$ cat config.mk
export PLATFORM = sky130hd
export DESIGN_NAME = cache_range_seq
export DESIGN_NICKNAME = d
export VERILOG_FILES = /design/src/rtl/crs_pkg.sv /design/src/rtl/crs_range_calc.sv /design/src/rtl/crs_busy_mux.sv /design/src/rtl/cache_range_seq.sv
export SDC_FILE = /design/constraint.sdc
export NUM_CORES = 1
export LEC_CHECK = 0
export BUFFER_PORTS_ARGS = -buffer_cell sky130_fd_sc_hd__buf_4
export CORE_UTILIZATION = 60
export CTS_BUF_LIST = sky130_fd_sc_hd__clkbuf_8 sky130_fd_sc_hd__clkbuf_16
export CTS_CLUSTER_DIAMETER = 40
export DETAILED_ROUTE_END_ITERATION = 16
export PLACE_DENSITY = 0.81
export SLEW_MARGIN = 20
export SYNTH_ARGS = -nofsm -noshare
export SYNTH_HDL_FRONTEND = slang
export SYNTH_SLANG_ARGS = --single-unit
$ cat constraint.sdc
create_clock -name clk -period 7.18 [get_ports clk]
set_clock_uncertainty 0.1 [all_clocks]
set_input_delay 0.718 -clock clk [delete_from_list [all_inputs] [get_ports clk]]
set_output_delay 0.718 -clock clk [all_outputs]
set_load 0.02 [all_outputs]
$ cat src/rtl/crs_pkg.sv
`timescale 1ns/1ps
package crs_pkg;

    typedef enum logic [2:0] {
        CMD_INV_LINE   = 3'd0,
        CMD_CLEAN_LINE = 3'd1,
        CMD_CLINV_LINE = 3'd2,
        CMD_SYNC       = 3'd3,
        CMD_CLEAN_WAYS = 3'd4,
        CMD_CLINV_WAYS = 3'd5
    } cmd_kind_e;

    typedef enum logic [3:0] {
        ST_IDLE,
        ST_HEAD,
        ST_SETUP,
        ST_BODY,
        ST_GAP,
        ST_DRAIN,
        ST_SYNC_ISSUE,
        ST_SYNC_WAIT,
        ST_WAY_ISSUE,
        ST_WAY_WAIT,
        ST_DONE
    } seq_state_e;

    localparam logic [1:0] OP_INVAL = 2'd0;
    localparam logic [1:0] OP_CLEAN = 2'd1;

    // per-line command kind used by an operation code
    function automatic cmd_kind_e line_kind_of(input logic [1:0] op);
        cmd_kind_e k;
        case (op)
            2'd0:    k = CMD_INV_LINE;
            2'd1:    k = CMD_CLEAN_LINE;
            default: k = CMD_CLINV_LINE;
        endcase
        return k;
    endfunction

    // whole-cache command kind used by an operation code
    function automatic cmd_kind_e way_kind_of(input logic [1:0] op);
        return (op == OP_CLEAN) ? CMD_CLEAN_WAYS : CMD_CLINV_WAYS;
    endfunction

endpackage

$ cat src/rtl/crs_range_calc.sv
`timescale 1ns/1ps
module crs_range_calc #(
    parameter int ADDR_W      = 32,
    parameter int LINE_BYTES  = 32,
    parameter int CHUNK_BYTES = 4096,
    parameter int CACHE_BYTES = 262144
) (
    input  logic [ADDR_W-1:0] req_start,
    input  logic [ADDR_W-1:0] req_end,
    input  logic [ADDR_W:0]   cur,
    input  logic [ADDR_W:0]   lim,
    output logic [ADDR_W:0]   start_line,
    output logic              start_part,
    output logic              end_part,
    output logic [ADDR_W:0]   lim_line,
    output logic              whole_hit,
    output logic [ADDR_W:0]   chunk_end
);
    localparam int            OFS_W     = $clog2(LINE_BYTES);
    localparam logic [ADDR_W:0] LINE_MASK = (ADDR_W+1)'(LINE_BYTES - 1);
    localparam logic [ADDR_W:0] CHUNK_SZ  = (ADDR_W+1)'(CHUNK_BYTES);
    localparam logic [ADDR_W:0] CACHE_SZ  = (ADDR_W+1)'(CACHE_BYTES);

    logic [ADDR_W:0] span;
    logic [ADDR_W:0] remain;

    assign start_line = {1'b0, req_start} & ~LINE_MASK;
    assign start_part = |req_start[OFS_W-1:0];
    assign end_part   = |req_end[OFS_W-1:0];
    assign lim_line   = lim & ~LINE_MASK;

    // range size test for the whole-cache shortcut
    assign span      = {1'b0, req_end} - {1'b0, req_start};
    assign whole_hit = (req_end >= req_start) && (span >= CACHE_SZ);

    // block end: at most one chunk past the current line
    assign remain    = lim - cur;
    assign chunk_end = cur + ((remain > CHUNK_SZ) ? CHUNK_SZ : remain);

endmodule

$ cat src/rtl/crs_busy_mux.sv
`timescale 1ns/1ps
module crs_busy_mux
    import crs_pkg::*;
#(
    parameter int NUM_WAYS = 8
) (
    input  cmd_kind_e           kind,
    input  logic [2:0]          line_busy,
    input  logic                sync_busy,
    input  logic [NUM_WAYS-1:0] way_busy,
    output logic                busy
);
    localparam logic [NUM_WAYS-1:0] WAY_ALL = '1;

    always_comb begin
        case (kind)
            CMD_INV_LINE, CMD_CLEAN_LINE, CMD_CLINV_LINE: busy = line_busy[kind[1:0]];
            CMD_SYNC:                                     busy = sync_busy;
            default:                                      busy = |(way_busy & WAY_ALL);
        endcase
    end

endmodule

$ cat src/rtl/cache_range_seq.sv
`timescale 1ns/1ps
module cache_range_seq
    import crs_pkg::*;
#(
    parameter int ADDR_W      = 32,
    parameter int LINE_BYTES  = 32,
    parameter int CHUNK_BYTES = 4096,
    parameter int CACHE_BYTES = 262144,
    parameter int NUM_WAYS    = 8
) (
    input  logic                clk,
    input  logic                rst_n,
    input  logic                req_valid,
    input  logic [1:0]          req_op,
    input  logic [ADDR_W-1:0]   req_start,
    input  logic [ADDR_W-1:0]   req_end,
    output logic                req_ack,
    output logic                cmd_valid,
    output logic [2:0]          cmd_kind,
    output logic [ADDR_W-1:0]   cmd_data,
    output logic                port_hold,
    input  logic [2:0]          line_busy,
    input  logic                sync_busy,
    input  logic [NUM_WAYS-1:0] way_busy
);
    localparam logic [ADDR_W:0]     LINE_STEP = (ADDR_W+1)'(LINE_BYTES);
    localparam logic [NUM_WAYS-1:0] WAY_MASK  = '1;

    seq_state_e      state_q, state_d;
    logic [1:0]      op_q, op_d;
    logic [ADDR_W:0] cur_q, cur_d;
    logic [ADDR_W:0] lim_q, lim_d;
    logic [ADDR_W:0] blk_q, blk_d;
    logic            head_q, head_d;
    logic            tail_q, tail_d;

    logic [ADDR_W:0] start_line, lim_line, chunk_end;
    logic            start_part, end_part, whole_hit;
    cmd_kind_e       wait_kind;
    logic            busy;
    logic            body_more;

    crs_range_calc #(
        .ADDR_W      (ADDR_W),
        .LINE_BYTES  (LINE_BYTES),
        .CHUNK_BYTES (CHUNK_BYTES),
        .CACHE_BYTES (CACHE_BYTES)
    ) u_calc (
        .req_start  (req_start),
        .req_end    (req_end),
        .cur        (cur_q),
        .lim        (lim_q),
        .start_line (start_line),
        .start_part (start_part),
        .end_part   (end_part),
        .lim_line   (lim_line),
        .whole_hit  (whole_hit),
        .chunk_end  (chunk_end)
    );

    crs_busy_mux #(
        .NUM_WAYS (NUM_WAYS)
    ) u_busy (
        .kind      (wait_kind),
        .line_busy (line_busy),
        .sync_busy (sync_busy),
        .way_busy  (way_busy),
        .busy      (busy)
    );

    assign body_more = cur_q < blk_q;

    // command kind the current state issues or waits on
    always_comb begin
        unique case (state_q)
            ST_HEAD:                     wait_kind = CMD_CLINV_LINE;
            ST_WAY_ISSUE, ST_WAY_WAIT:   wait_kind = way_kind_of(op_q);
            ST_SYNC_ISSUE, ST_SYNC_WAIT: wait_kind = CMD_SYNC;
            default:                     wait_kind = line_kind_of(op_q);
        endcase
    end

    // state register
    always_ff @(posedge clk or negedge rst_n) begin
        if (!rst_n) begin
            state_q <= ST_IDLE;
            op_q    <= OP_INVAL;
            cur_q   <= '0;
            lim_q   <= '0;
            blk_q   <= '0;
            head_q  <= 1'b0;
            tail_q  <= 1'b0;
        end else begin
            state_q <= state_d;
            op_q    <= op_d;
            cur_q   <= cur_d;
            lim_q   <= lim_d;
            blk_q   <= blk_d;
            head_q  <= head_d;
            tail_q  <= tail_d;
        end
    end

    // outputs
    always_comb begin
        cmd_valid = 1'b0;
        cmd_kind  = wait_kind;
        cmd_data  = '0;
        req_ack   = 1'b0;
        port_hold = (state_q != ST_IDLE) && (state_q != ST_GAP);
        unique case (state_q)
            ST_HEAD: begin
                if ((head_q || tail_q) && !busy) begin
                    cmd_valid = 1'b1;
                    cmd_data  = head_q ? cur_q[ADDR_W-1:0] : lim_line[ADDR_W-1:0];
                end
            end
            ST_BODY: begin
                if (body_more && !busy) begin
                    cmd_valid = 1'b1;
                    cmd_data  = cur_q[ADDR_W-1:0];
                end
            end
            ST_SYNC_ISSUE: cmd_valid = 1'b1;
            ST_WAY_ISSUE: begin
                cmd_valid = 1'b1;
                cmd_data  = ADDR_W'(WAY_MASK);
            end
            ST_DONE: req_ack = 1'b1;
            default: ;
        endcase
    end

    // next state and working registers
    always_comb begin
        state_d = state_q;
        op_d    = op_q;
        cur_d   = cur_q;
        lim_d   = lim_q;
        blk_d   = blk_q;
        head_d  = head_q;
        tail_d  = tail_q;
        unique case (state_q)
            ST_IDLE: begin
                if (req_valid) begin
                    op_d  = req_op;
                    cur_d = start_line;
                    lim_d = {1'b0, req_end};
                    if (req_op != OP_INVAL && whole_hit) begin
                        state_d = ST_WAY_ISSUE;
                    end else if (req_op == OP_INVAL) begin
                        head_d  = start_part;
                        tail_d  = end_part;
                        state_d = ST_HEAD;
                    end else begin
                        state_d = ST_SETUP;
                    end
                end
            end
            ST_HEAD: begin
                if (head_q) begin
                    if (cmd_valid) begin
                        cur_d  = cur_q + LINE_STEP;
                        head_d = 1'b0;
                    end
                end else if (tail_q) begin
                    if (cmd_valid) begin
                        lim_d  = lim_line;
                        tail_d = 1'b0;
                    end
                end else begin
                    state_d = ST_SETUP;
                end
            end
            ST_SETUP: begin
                if (cur_q < lim_q) begin
                    blk_d   = chunk_end;
                    state_d = ST_BODY;
                end else begin
                    state_d = ST_DRAIN;
                end
            end
            ST_BODY: begin
                if (body_more) begin
                    if (cmd_valid) cur_d = cur_q + LINE_STEP;
                end else if (blk_q < lim_q) begin
                    state_d = ST_GAP;
                end else begin
                    state_d = ST_DRAIN;
                end
            end
            ST_GAP:        state_d = ST_SETUP;
            ST_DRAIN:      if (!busy) state_d = ST_SYNC_ISSUE;
            ST_SYNC_ISSUE: state_d = ST_SYNC_WAIT;
            ST_SYNC_WAIT:  if (!busy) state_d = ST_DONE;
            ST_WAY_ISSUE:  state_d = ST_WAY_WAIT;
            ST_WAY_WAIT:   if (!busy) state_d = ST_SYNC_ISSUE;
            ST_DONE:       state_d = ST_IDLE;
            default:       state_d = ST_IDLE;
        endcase
    end

endmodule

==> summary.txt <==
Yosys
  – Post-synth ARST share: 1.00
  – #FFs+latches synth: 101
  – Cells after Synth: 1600
  – Synth top area cells: dfrtp_1 21%, ha_1 15%, o21ai_0 5.9%, nand2_1 5.2%, a21oi_1 5.0%
  – Synth area leader: dfrtp_1
  – Post-synth EDFFs: 0
  – Post-Synth Adder-Cell Area: 0.155
  – Simple-gate area share of the yosys netlist: 0.228
  – Post-Syn Area per Cell: 7.53 um2
  – Synthesized area: 12100 um2
  – Synth Area in Compound Gates: 0.305
  – Top cell type's share of synthesized area: 0.210
  – Unique masters post-synth: 90
  – XOR/XNOR Fraction of Synth Area: 0.0233
  – Sequential share of the synthesized area: 0.210
  – Proportion of synthesized area in mux cells: 0.0101
  – Main combinational cell family by area after synthesis: compound AO/OA/AOI/OAI gates
  – Yosys warnings: 0
  – Ys flop type: dfrtp_1

Die
  – Site Rows: 51
  – Total core area: 19600 um2
  – Die ar.: 20700 um2
  – Die span in y: 144 um
  – I/O Pins: 119
  – Initial Util: 0.615
  – Die width: 144 um

Global routing
  – Largest net degree at the start of global routing: 64
  – Number of global-route vias before repair: 12200
  – GRT Util Overall: 0.428
  – Initial antenna violation count: 0
  – Congestion Overflow GR: 0
  – Global-route wire length before repair: 66.5 mm

Timing
  – Final Cycle Share: 0.953
  – Tightest Pin Transition: 0.975 ns
  – Worst slew margin: 0.348
  – Final Max Slew Viols: 0
  – Final TNS setup: 0 ns
  – Max frequency: 146 MHz
  – RSZ-0062 raised after global routing: no
  – # setup viols final: 0
  – Final Critical Period: 6.84 ns
  – Final Hold Vio Count: 0

Min path
  – Hold crit path type: in2async

Layout
  – Area growth syn-to-layout: 14.0%
  – Final nets: 1955
  – Fill cells: 1670
  – Diode count: 0
  – Post-Layout Cell Count: 1995
  – Share of layout cells above drive strength 1: 0.125
  – Most frequent cells in the layout: 166 x nand2_1, 166 x buf_4, 149 x ha_1, 141 x o21ai_0, 140 x inv_1

Clock network
  – Root Buffer: clkbuf_16
  – CTS tree: done
  – CTS Hold Buffers Added: 0
  – Post-CTS Setup Bufs: 0
  – CTS H-Tree Depth: 3
  – CTS max path bufs: 2
  – Number of buffers created by CTS: 9
  – Clock sinks: 101
  – Clock Latency Late Sink: 0.37 ns
  – Clock-pin slew on the worst setup and hold paths: 0.08 ns

Worst setup path
  – Worst Path Max Fanout: 8
  – Critical path required time: 7.31 ns
  – Worst path arrival time: 6.97 ns
  – Worst path slowest cell: or4_1
  – Endpoint class of the critical path: flop
  – CP Class: reg2reg
  – Critical Path Max Stage Delay: 0.55 ns
  – CP startpoint kind: flop

Routing
  – Post-DR vias/cell: 6.69
  – Drt total wl: 44.2 mm
  – Via count: 13300
  – Iter 0 DRT Violations: 1444
  – DRT antenna net count: 0
  – Initial DRT Pass Iterations: 7
  – DRC: 0
  – WL/cell: 22.1 um

Flow run
  – Max Cap Viol: 0

Placement
  – Detailed placement HPWL: 35.2 mm
  – Placed Instances: 1979
  – PortBufs: 118
  – Final GP Congestion: 1.07

Power
  – Leak: 6.51 nW
  – Peak supply drop: 0.207 mV
  – P per Cell Area: 514 nW/um2

Status
  – Outcome: finished, final reports clean
-- final cells by class --
class | instances | area [um2] | area share
clock buffer | 10 | 239 | 0.0174
clock inverter | 6 | 70.1 | 0.00510
inverter | 141 | 529 | 0.0385
multi-input combinational | 1306 | 8800 | 0.640
sequential | 101 | 2530 | 0.184
tap | 265 | 332 | 0.0241
timing repair buffer | 166 | 1250 | 0.0907
-- logic make-up after synthesis --
logic type / count (synthesis)
AO/OA/AOI/OAI: 551
XOR/XNOR: 32
adder cells (fa/ha/maj): 149
buffers and inverters: 213
flip-flops: 101
multiplexers: 12
other: 2
AND/OR/NAND/NOR: 540
-- through the flow --
stage,utilization,power (W),worst slack (ns),hold WS [ns],instance area [um2]
after floorplan,-,0.00474,1.06,0.322,12100
after global placement,0.684,0.00618,0.283,0.354,13400
after detailed placement,0.684,0.00627,0.202,0.365,13400
after CTS,0.700,0.00683,0.160,0.241,13700
after global routing,0.701,0.00758,0.00177,0.269,13700
final,0.701,0.00706,0.339,0.226,13700
-- worst max-delay path: cells and delay by family (launching register included) --
| family | cells | cell delay [ns] |
|---|---|---|
| AOI/OAI and AO/OA | 13 | 2.78 |
| and+or+nand+nor | 7 | 2.22 |
| adders and majority gates | 2 | 0.68 |
| DFF | 1 | 0.50 |
| buffers and inverters | 2 | 0.26 |
| xor gates and xnor gates | 1 | 0.15 |
-- worst paths after layout --
check / from / end / slack, ns / cells past startpoint
worst max-delay path: cur_q[5] / blk_q[31] / 0.34 / 25
worst min register to register: op_q[0] / op_q[0] / 0.39 / 2
worst max register to register: cur_q[5] / blk_q[31] / 0.34 / 25
max in group asynchronous: rst_n / cur_q[23] / 5.44 / 2
min in group clk: op_q[0] / op_q[0] / 0.39 / 2
worst min-delay path: rst_n / lim_q[10] / 0.23 / 1
-- synthesized netlist by cell type, drive strengths merged, types with 12 or more instances --
master  count
dfrtp     101
clkbuf     51
nor2b      18
a31oi      22
inv       140
nand4      38
and3       21
o31ai      12
a21oi     121
o21ai     145
o211ai     24
o21a       17
nor3       41
and2       16
nor2       93
ha        149
a22o       25
nand2b     27
a211oi     31
nor4       21
a21o       45
nand2     166
buf        21
xnor2      22
nand3      47
-- metal layers --
metal,vias up,track usage,share of wire
met5,-,0,0
met4,0,0.155,0.037
met3,107,0.102,0.12
met2,714,0.642,0.42
met1,6367,0.592,0.42
li1,6158,-,-
-- power by group --
part	switching (W)	internal [W]
Clock	0.000252	0.000283
Sequential	0.000304	0.000850
Combinational	0.00329	0.00208
-- flip-flops by register name, indices dropped and copies added, names as in the netlist --
| name | count |
|---|---|
| blk_q | 33 |
| lim_q | 32 |
| cur_q | 28 |
| state_q | 4 |
| op_q | 2 |
| head_q | 1 |
| tail_q | 1 |
-- repair_timing --
action,CTS,global route
hold endpoints to repair,0,0
endpoints found under the setup margin,0,2
gates resized for setup,0,6
Note: power is estimated with default switching activity, not from simulation.
